## src/rtl/pa_pkg.sv

```systemverilog
package pa_pkg;
  localparam int unsigned BUS_W   = 8;
  localparam int unsigned ADDR_W  = 2;
  localparam int unsigned NCH     = 2;

  localparam logic [ADDR_W-1:0] A_LO   = 2'd0;
  localparam logic [ADDR_W-1:0] A_HI   = 2'd1;
  localparam logic [ADDR_W-1:0] A_CTRL = 2'd2;
  localparam logic [ADDR_W-1:0] A_FLAG = 2'd3;

  localparam int unsigned FLAG_BIT = 1;

  typedef struct packed {
    logic             rsvd;
    logic             irq_en;
    logic             fast_clr;
    logic             join_en;
    logic [NCH-1:0]   fall;
    logic [NCH-1:0]   en;
  } ctrl_t;
endpackage

```

## src/rtl/pa_rst_sync.sv

```systemverilog
module pa_rst_sync #(
  parameter int unsigned STAGES = 2
) (
  input  logic clk,
  input  logic rst_n_in,
  output logic rst_n_out
);
  logic [STAGES-1:0] sh_q;
  logic [STAGES-1:0] sh_n;

  always_comb begin
    sh_n = {sh_q[STAGES-2:0], 1'b1};
  end

  always_ff @(posedge clk or negedge rst_n_in) begin
    if (!rst_n_in) sh_q <= '0;
    else           sh_q <= sh_n;
  end

  assign rst_n_out = sh_q[STAGES-1];
endmodule

```

## src/rtl/pa_edge_det.sv

```systemverilog
module pa_edge_det #(
  parameter int unsigned SYNC_STAGES = 2
) (
  input  logic clk,
  input  logic rst_n,
  input  logic pin,
  input  logic fall,
  output logic ev
);
  localparam int unsigned LEN = SYNC_STAGES + 1;

  logic [LEN-1:0] chain_q;
  logic [LEN-1:0] chain_n;
  logic           cur;
  logic           prev;

  always_comb begin
    chain_n = {chain_q[LEN-2:0], pin};
  end

  always_ff @(posedge clk or negedge rst_n) begin
    if (!rst_n) chain_q <= '0;
    else        chain_q <= chain_n;
  end

  assign cur  = chain_q[SYNC_STAGES-1];
  assign prev = chain_q[SYNC_STAGES];

  always_comb begin
    if (fall) ev = prev & ~cur;
    else      ev = cur & ~prev;
  end
endmodule

```

## src/rtl/pa_count_core.sv

```systemverilog
module pa_count_core #(
  parameter int unsigned CW = 8
) (
  input  logic          clk,
  input  logic          rst_n,
  input  logic [1:0]    ev,
  input  logic [1:0]    en,
  input  logic          join_en,
  input  logic          ld_lo,
  input  logic          ld_hi,
  input  logic [CW-1:0] ld_data,
  output logic [CW-1:0] lo_q,
  output logic [CW-1:0] hi_q,
  output logic          ovf_set
);
  localparam logic [CW-1:0] MAXV = {CW{1'b1}};
  localparam logic [CW-1:0] ONE  = {{(CW-1){1'b0}}, 1'b1};

  logic          inc_lo;
  logic          inc_hi;
  logic          carry;
  logic [CW-1:0] lo_n;
  logic [CW-1:0] hi_n;

  always_comb begin
    inc_lo = ev[0] & (join_en | en[0]);
    carry  = join_en & inc_lo & (lo_q == MAXV) & ~ld_lo;
    inc_hi = join_en ? carry : (ev[1] & en[1]);

    if (ld_lo)       lo_n = ld_data;
    else if (inc_lo) lo_n = lo_q + ONE;
    else             lo_n = lo_q;

    if (ld_hi)       hi_n = ld_data;
    else if (inc_hi) hi_n = hi_q + ONE;
    else             hi_n = hi_q;

    ovf_set = inc_hi & (hi_q == MAXV) & ~ld_hi;
  end

  always_ff @(posedge clk or negedge rst_n) begin
    if (!rst_n) begin
      lo_q <= '0;
      hi_q <= '0;
    end else begin
      lo_q <= lo_n;
      hi_q <= hi_n;
    end
  end
endmodule

```

## src/rtl/pa_regs.sv

```systemverilog
module pa_regs
  import pa_pkg::*;
(
  input  logic              clk,
  input  logic              rst_n,
  input  logic [ADDR_W-1:0] addr,
  input  logic              wr,
  input  logic              rd,
  input  logic [BUS_W-1:0]  wdata,
  output logic [BUS_W-1:0]  rdata,
  input  logic [BUS_W-1:0]  lo_q,
  input  logic [BUS_W-1:0]  hi_q,
  input  logic              ovf_set,
  output ctrl_t             ctrl,
  output logic              flag_q,
  output logic              ld_lo,
  output logic              ld_hi,
  output logic              irq
);
  ctrl_t ctrl_q;
  ctrl_t ctrl_n;
  logic  flag_n;
  logic  wr_ctrl;
  logic  wr_flag;
  logic  cnt_hit;
  logic  fast_hit;
  logic  clr;

  always_comb begin
    ld_lo    = wr & (addr == A_LO);
    ld_hi    = wr & (addr == A_HI);
    wr_ctrl  = wr & (addr == A_CTRL);
    wr_flag  = wr & (addr == A_FLAG);
    cnt_hit  = (addr == A_LO) | (addr == A_HI);
    fast_hit = ctrl_q.fast_clr & (rd | wr) & cnt_hit;
    clr      = (wr_flag & wdata[FLAG_BIT]) | fast_hit;
    flag_n   = ovf_set | (flag_q & ~clr);

    ctrl_n = ctrl_q;
    if (wr_ctrl) begin
      ctrl_n      = ctrl_t'(wdata);
      ctrl_n.rsvd = 1'b0;
    end
  end

  always_ff @(posedge clk or negedge rst_n) begin
    if (!rst_n) begin
      ctrl_q <= '0;
      flag_q <= 1'b0;
    end else begin
      ctrl_q <= ctrl_n;
      flag_q <= flag_n;
    end
  end

  always_comb begin
    unique case (addr)
      A_LO:    rdata = lo_q;
      A_HI:    rdata = hi_q;
      A_CTRL:  rdata = ctrl_q;
      default: begin
        rdata           = '0;
        rdata[FLAG_BIT] = flag_q;
      end
    endcase
  end

  assign ctrl = ctrl_q;
  assign irq  = flag_q & ctrl_q.irq_en;
endmodule

```

## src/rtl/pa_pair.sv

```systemverilog
module pa_pair
  import pa_pkg::*;
#(
  parameter int unsigned SYNC_STAGES = 2,
  parameter int unsigned RST_STAGES  = 2
) (
  input  logic              clk,
  input  logic              rst_n,
  input  logic [ADDR_W-1:0] bus_addr,
  input  logic              bus_wr,
  input  logic              bus_rd,
  input  logic [BUS_W-1:0]  bus_wdata,
  output logic [BUS_W-1:0]  bus_rdata,
  input  logic [NCH-1:0]    pulse_in,
  output logic              irq
);
  logic             rst_n_s;
  logic [NCH-1:0]   ev;
  ctrl_t            ctrl;
  logic [BUS_W-1:0] lo_q;
  logic [BUS_W-1:0] hi_q;
  logic             ovf_set;
  logic             flag_q;
  logic             ld_lo;
  logic             ld_hi;

  pa_rst_sync #(.STAGES(RST_STAGES)) u_rst (
    .clk       (clk),
    .rst_n_in  (rst_n),
    .rst_n_out (rst_n_s)
  );

  for (genvar g = 0; g < NCH; g++) begin : g_ch
    pa_edge_det #(.SYNC_STAGES(SYNC_STAGES)) u_edge (
      .clk   (clk),
      .rst_n (rst_n_s),
      .pin   (pulse_in[g]),
      .fall  (ctrl.fall[g]),
      .ev    (ev[g])
    );
  end

  pa_count_core #(.CW(BUS_W)) u_core (
    .clk     (clk),
    .rst_n   (rst_n_s),
    .ev      (ev),
    .en      (ctrl.en),
    .join_en (ctrl.join_en),
    .ld_lo   (ld_lo),
    .ld_hi   (ld_hi),
    .ld_data (bus_wdata),
    .lo_q    (lo_q),
    .hi_q    (hi_q),
    .ovf_set (ovf_set)
  );

  pa_regs u_regs (
    .clk     (clk),
    .rst_n   (rst_n_s),
    .addr    (bus_addr),
    .wr      (bus_wr),
    .rd      (bus_rd),
    .wdata   (bus_wdata),
    .rdata   (bus_rdata),
    .lo_q    (lo_q),
    .hi_q    (hi_q),
    .ovf_set (ovf_set),
    .ctrl    (ctrl),
    .flag_q  (flag_q),
    .ld_lo   (ld_lo),
    .ld_hi   (ld_hi),
    .irq     (irq)
  );
endmodule

```

## config.mk

```make
export PLATFORM = sky130hd
export DESIGN_NAME = pa_pair
export DESIGN_NICKNAME = d
export VERILOG_FILES = /design/src/rtl/pa_pkg.sv /design/src/rtl/pa_rst_sync.sv /design/src/rtl/pa_edge_det.sv /design/src/rtl/pa_count_core.sv /design/src/rtl/pa_regs.sv /design/src/rtl/pa_pair.sv
export SDC_FILE = /design/constraint.sdc
export NUM_CORES = 1
export LEC_CHECK = 0
export CORE_MARGIN = 4
export CORE_UTILIZATION = 45
export DETAILED_ROUTE_END_ITERATION = 6
export PLACE_DENSITY = 0.68
export SLEW_MARGIN = 25
export SYNTH_ARGS = -nofsm -noshare
export SYNTH_HDL_FRONTEND = slang
export SYNTH_SLANG_ARGS = --single-unit
```

## constraint.sdc

```tcl
create_clock -name clk -period 1.4 [get_ports clk]
set_input_delay 0.21 -clock clk [delete_from_list [all_inputs] [get_ports clk]]
set_output_delay 0.21 -clock clk [all_outputs]
set_load 0.1 [all_outputs]
```

==> results of run 1 <==
## cell type report
cell class | instances | share of cell area [%]
clock buffer | 7 | 3.38
clock inverter | 1 | 1.05
inverter | 1 | 0.132
multi-input combinational | 121 | 38.5
sequential | 32 | 28.1
tap | 46 | 2.02
timing repair buffer | 68 | 26.8
## power breakdown
| group | switching (mW) | total (mW) | internal, mW | leakage (nW) |
|---|---|---|---|---|
| Sequential | 0.232 | 1.37 | 1.14 | 0.374 |
| Clock | 0.358 | 0.985 | 0.628 | 0.0645 |
| Combinational | 1.21 | 2.27 | 1.05 | 0.762 |
| Total | 1.80 | 4.62 | 2.82 | 1.20 |
## through the flow
step	instance area [um2]	hold WS (ns)
after floorplan	1750	-0.0856
after global placement	2320	0.258
after detailed placement	2320	0.267
after CTS	2720	0.0730
after global routing	2850	0.0638
final	2850	0.0743
## registers in the layout, summed over array words and instances, names as in the netlist
register and flops:
u_rst.sh_q 2, u_core.hi_q 8, u_regs.flag_q 1, u_core.lo_q 8, u_regs.ctrl 7, g_ch.u_edge.chain_q 6
## worst max-delay path, stage by stage (launching register included)
cell and delay (ns):
dfrtp_1 0.38, and3_1 0.23, nand3_1 0.18, o32a_4 0.46
nor3b_2 0.20, xnor2_1 0.16, a21oi_1 0.12
## worst paths after layout
path                                            from                         to  slack, ns  cells after the start
setup / recovery                      u_core.lo_q[4]             u_core.hi_q[3]      -0.45                      6
min in group clk           g_ch[0].u_edge.chain_q[0]  g_ch[0].u_edge.chain_q[1]       0.35                      0
max in group asynchronous              u_rst.sh_q[1]             u_regs.ctrl[4]       0.84                      1
setup reg to reg                      u_core.lo_q[4]             u_core.hi_q[3]      -0.45                      6
hold reg to reg                        u_rst.sh_q[1]             u_core.hi_q[3]       0.26                      1
hold / removal                                 rst_n              u_rst.sh_q[1]       0.07                      1
## what timing repair did
action,in CTS,in global routing
endpoints found under the setup margin,24,25
resized for setup,47,20
pin swaps,7,14
hold buffers,0,0
buffers inserted,12,7
cloned,1,0
## cells in the mapped netlist, drive strengths merged
master	n	area, um2
nand3	3	15.0
mux4	1	22.5
ha	2	25.0
nor3b	3	37.5
nand2b	3	18.8
nand4	2	12.5
o221ai	1	15.0
o211ai	1	7.51
a21oi	9	45.0
buf	2	15.0
and2	1	6.26
inv	1	3.75
and3b	2	17.5
o21ai	16	80.1
nor2b	1	6.26
nand3b	3	22.5
o32a	1	10.0
dfrtp	32	801
and3	2	12.5
clkbuf	3	11.3
xor2	6	52.6
nand2	21	78.8
mux2	7	78.8
nor2	15	56.3
xnor2	8	70.1
o22a	1	8.76
mux2i	9	90.1
conb	1	3.75
nor3	2	20.0
## routing by layer
layer / global-route usage (%) / part of all wire, % / up-vias
li1: - / - / 695
met1: 28.0 / 34 / 777
met2: 49.1 / 53 / 91
met3: 5.75 / 6.0 / 35
met4: 20.6 / 7.2 / 0
met5: 0 / 0 / -
## cells by family after synthesis
kind of cell / count (synthesis) / synth area share, %
buf+inv: 6 / 1.83
fa+ha+maj: 2 / 1.52
simple gates: 58 / 18.5
mux: 17 / 11.6
other cells: 1 / 0.228
xor+xnor: 14 / 7.46
compound gates: 29 / 10.1
flops: 32 / 48.7
==> results by group, run 1 <==
Status
  – Outcome: complete, but fails checks
  – Failing checks: setup timing

Timing
  – Setup TNS: -5.62 ns
  – Max-slew violation count: 0
  – Hold Vio Cnt, Final: 0
  – Worst setup margin: -0.453 ns
  – RSZ-0062 raised after global routing: yes
  – Min cycle time layout: 1.85 ns
  – Final period utilization: 132%
  – Achievable Freq: about 540 MHz
  – Final count of negative-setup-slack endpoints: 24
  – Final clock skew: 0.00245 ns

Global routing
  – Gr usage total: 27.6%
  – First-pass GRT wire length: 8.79 mm
  – Initial antenna violation count: 0
  – Largest net degree at the start of global routing: 31
  – Number of global-route vias before repair: approximately 1700
  – Total grt overflow: 0

Die
  – Initial core utilization: 47.8%
  – Full die area: 4680 um2
  – Die Span Y: 68.4 um
  – # rows: 21
  – Die span in x: 68.4 um
  – I/O Pins: 25
  – Core footprint: 3440 um2

Logic synthesis
  – Mapped Nets: 177
  – Post-synth cell types: 31
  – Sequential fraction of the synthesis area: 48.7%
  – Yosys Warn Count: 0
  – Mapped Cells: 159
  – Mapped Area: 1640 um2
  – Avg Inst Size Synth: 10.3 um2
  – Synth Register Bits: 32

Critical path
  – Crit path max fanout: 7
  – Req. time, crit path: 1.56 ns
  – Setup CP Type: reg2reg
  – Critical Path AT: 2.01 ns
  – Setup crit end kind: flop
  – CP Launch Type: flop

Cells and area
  – Layout Cells excl Fill: roughly 280
  – Commonest non-fill, non-tap cell in the layout: dfrtp_1
  – Fillers: 177
  – Final core utilization: 82.9%
  – Most frequent cells in the layout: dfrtp_1 (31), buf_4 (26), nand2_1 (19)
  – Layout area overhead: 73.6%
  – # nets final: 247
  – Share of layout cells above drive strength 1: 47.0%
  – Seq. cell area: 802 um2
  – Area of the multi-input gates: 1100 um2
  – # diodes: 0

Detailed routing
  – Final WL: 6.16 mm
  – Vias: 1598
  – # DRC: 0
  – Initial DRC Count: 131
  – Wire per inst: roughly 22 um
  – Vias per cell: 5.79
  – Antenna-violating nets left: 0
  – Drt pass-1 iters: 4

Clock tree
  – CTS buffer count: 5
  – CTS tree: built
  – Worst-path clk slew: 0.07 ns
  – CTS Buffer Depth: 2
  – Total number of H-tree levels: 2
  – Total clock sinks: 32
  – Clk_lat worst skew: ~0.29 ns
  – CTS root buffer: clkbuf_8

Place
  – DPL Wire Length: 3.35 mm
  – DP Cell Count: approximately 250
  – Final GP Congestion: 0.850
  – Pre-CTS WS: -0.605 ns
  – Port bufs: 24

Pwr
  – PD cells: 1620 nW/um2
  – Worst vdd rail ir drop: 1.03 mV
  – Design Power: between 4 and 5 mW
  – Static leakage: approximately 1.2 nW

Job
  – Max-Cap Viols: 0

Worst hold path
  – Worst min-delay path class: in2async
Note: power is estimated with default switching activity, not from simulation.
==> run 2: changes to the inputs <==
clock period = 1.95 ns   (was 1.4 ns; I/O delays follow)
==> results by group, run 2 (synthesis results as in run 1) <==
Die
  – Die Span Y: 68.4 um (unchanged)
  – I/O Pins: 25 (unchanged)
  – Full die area: 4680 um2 (unchanged)
  – # rows: 21 (unchanged)
  – Die span in x: 68.4 um (unchanged)
  – Initial core utilization: 47.8% (unchanged)
  – Core footprint: 3440 um2 (unchanged)

Clock tree
  – Total clock sinks: 32 (unchanged)
  – CTS root buffer: clkbuf_8
  – Total number of H-tree levels: 2 (unchanged)
  – CTS Buffer Depth: 2 (unchanged)
  – Worst-path clk slew: 0.06 ns (about the same)
  – Clk_lat worst skew: 0.29 ns (about the same)
  – CTS buffer count: 5 (unchanged)
  – CTS tree: built
  – CTS Hold Bufs: 0 (unchanged)

Timing
  – Final count of negative-setup-slack endpoints: 0 (-100%)
  – Final clock skew: 0.0130 ns (+0.0105 ns)
  – Max-slew violation count: 0 (unchanged)
  – RSZ-0062 raised after global routing: no
  – Min cycle time layout: 1.88 ns
  – Hold Vio Cnt, Final: 0 (unchanged)
  – Achievable Freq: 533 MHz
  – Setup TNS: 0 ns (+5.62 ns)
  – Final period utilization: 96.3%
  – Hold Worst Slack: 0.173 ns (+0.0988 ns)

Global routing
  – Total grt overflow: 0 (unchanged)
  – Largest net degree at the start of global routing: 31 (unchanged)
  – First-pass GRT wire length: 6.35 mm (-28%)
  – Number of global-route vias before repair: 1356 (-19%)
  – Gr usage total: 18.9% (-8.7 points)
  – Initial antenna violation count: 0 (unchanged)

Worst hold path
  – Worst min-delay path class: in2async

Place
  – DPL Wire Length: 2.92 mm (-13%)
  – Port bufs: 24 (unchanged)
  – Final GP Congestion: 0.775 (-8.7%)

Cells and area
  – # diodes: 0 (unchanged)
  – Share of layout cells above drive strength 1: 25.6% (-21 points)
  – Commonest non-fill, non-tap cell in the layout: dfrtp_1
  – # nets final: 216 (-13%)
  – Fillers: 293 (+66%)
  – Layout area overhead: 36.0%
  – Most frequent cells in the layout: dfrtp_1 (32), nand2_1 (21), nor2_1 (14), clkdlybuf4s50_1 (14), buf_4 (12)

Detailed routing
  – Wire per inst: 15.6 um (-30%)
  – Drt pass-1 iters: 5 (+1)
  – Initial DRC Count: 84 (-36%)
  – # DRC: 0 (unchanged)
  – Vias per cell: 5.27 (-8.9%)
  – Final WL: 3.82 mm (-38%)
  – Vias: 1292 (-19%)
  – Antenna-violating nets left: 0 (unchanged)

Pwr
  – PD cells: 1130 nW/um2 (-30%)
  – Design Power: 2.52 mW (-45%)
  – Worst vdd rail ir drop: 0.592 mV (-43%)
  – Static leakage: 0.928 nW (-23%)

Critical path
  – Critical Path AT: 1.59 ns (-0.42 ns)
  – Setup crit end kind: output port
  – CP Launch Type: input pin
  – Req. time, crit path: 1.66 ns (+0.10 ns)
  – Crit path max fanout: 13 (+6)
  – Setup CP Type: in2out
  – R2R cell count: 6 (unchanged)

Status
  – Outcome: finished, final reports clean

Job
  – Max-Cap Viols: 0 (unchanged)
-- run 2: cell count changes in the layout (fill, tap and decap cells not counted), sizes merged --
cell           before  now
buf                53   22
dlygate4sd2         0    1
bufbuf              1    0
clkdlybuf4s50      13   14
bufinv              1    0
-- run 2: layout make-up --
class,count,area [um2],share of cell area (%)
Timing Repair Buffer,37,430,19.3
Sequential cell,32,801,35.8
Multi-Input combinational cell,121,853,38.2
Clock buffer,8,90.1,4.03
Tap cell,46,57.6,2.57
Inverter,1,3.75,0.168
-- run 2: repair_timing --
action | CTS | global route
setup buffers | 0 | 1
setup endpoints to repair | 1 | 13
pin swaps | 0 | 1
resized for setup | 1 | 4
-- run 2: final timing paths --
check                                                from              to  slack, ns
worst max-delay path                          bus_addr[1]    bus_rdata[3]       0.07
worst min-delay path                                rst_n   u_rst.sh_q[1]       0.17
worst max register to register  g_ch[0].u_edge.chain_q[1]  u_core.hi_q[5]       0.16
worst min register to register              u_rst.sh_q[1]  u_core.lo_q[7]       0.24
max in group asynchronous                   u_rst.sh_q[1]  u_regs.ctrl[4]       1.42
min in group clk                            u_rst.sh_q[0]   u_rst.sh_q[1]       0.35
-- run 2: where the power goes --
group	switching, mW	internal (mW)	total, mW
Combinational	0.587	0.422	1.01
Sequential	0.171	0.815	0.987
Clock	0.237	0.288	0.525
Total	0.995	1.53	2.52
-- run 2: per-stage QoR --
| step | instances | setup slack [ns] | utilization, % | area (um2) |
|---|---|---|---|---|
| after global placement | 236 | -0.0407 | 61.6 | 2120 |
| after floorplan | 159 | -0.00486 | - | 1670 |
| after CTS | 244 | 0.00538 | 64.2 | 2210 |
| after detailed placement | 236 | -0.105 | 61.6 | 2120 |
| after global routing | 245 | 0.0190 | 65.0 | 2240 |
| final | 245 | 0.0722 | 65.0 | 2240 |
-- run 2: routing by layer --
metal | part of all wire (%) | track usage [%] | vias up | routed length [um]
met4 | 0.89 | 6.95 | 0 | 34
met2 | 53 | 30.8 | 32 | 2020
li1 | - | - | 633 | -
met5 | 0 | 0 | - | 0
met1 | 42 | 23.8 | 621 | 1620
met3 | 3.8 | 5.42 | 6 | 147
-- run 2: critical path, stage by stage --
cell             delay, ns
clkdlybuf4s50_1       0.53
buf_6                 0.20
mux2i_1               0.27
o21ai_2               0.11
buf_12                0.17
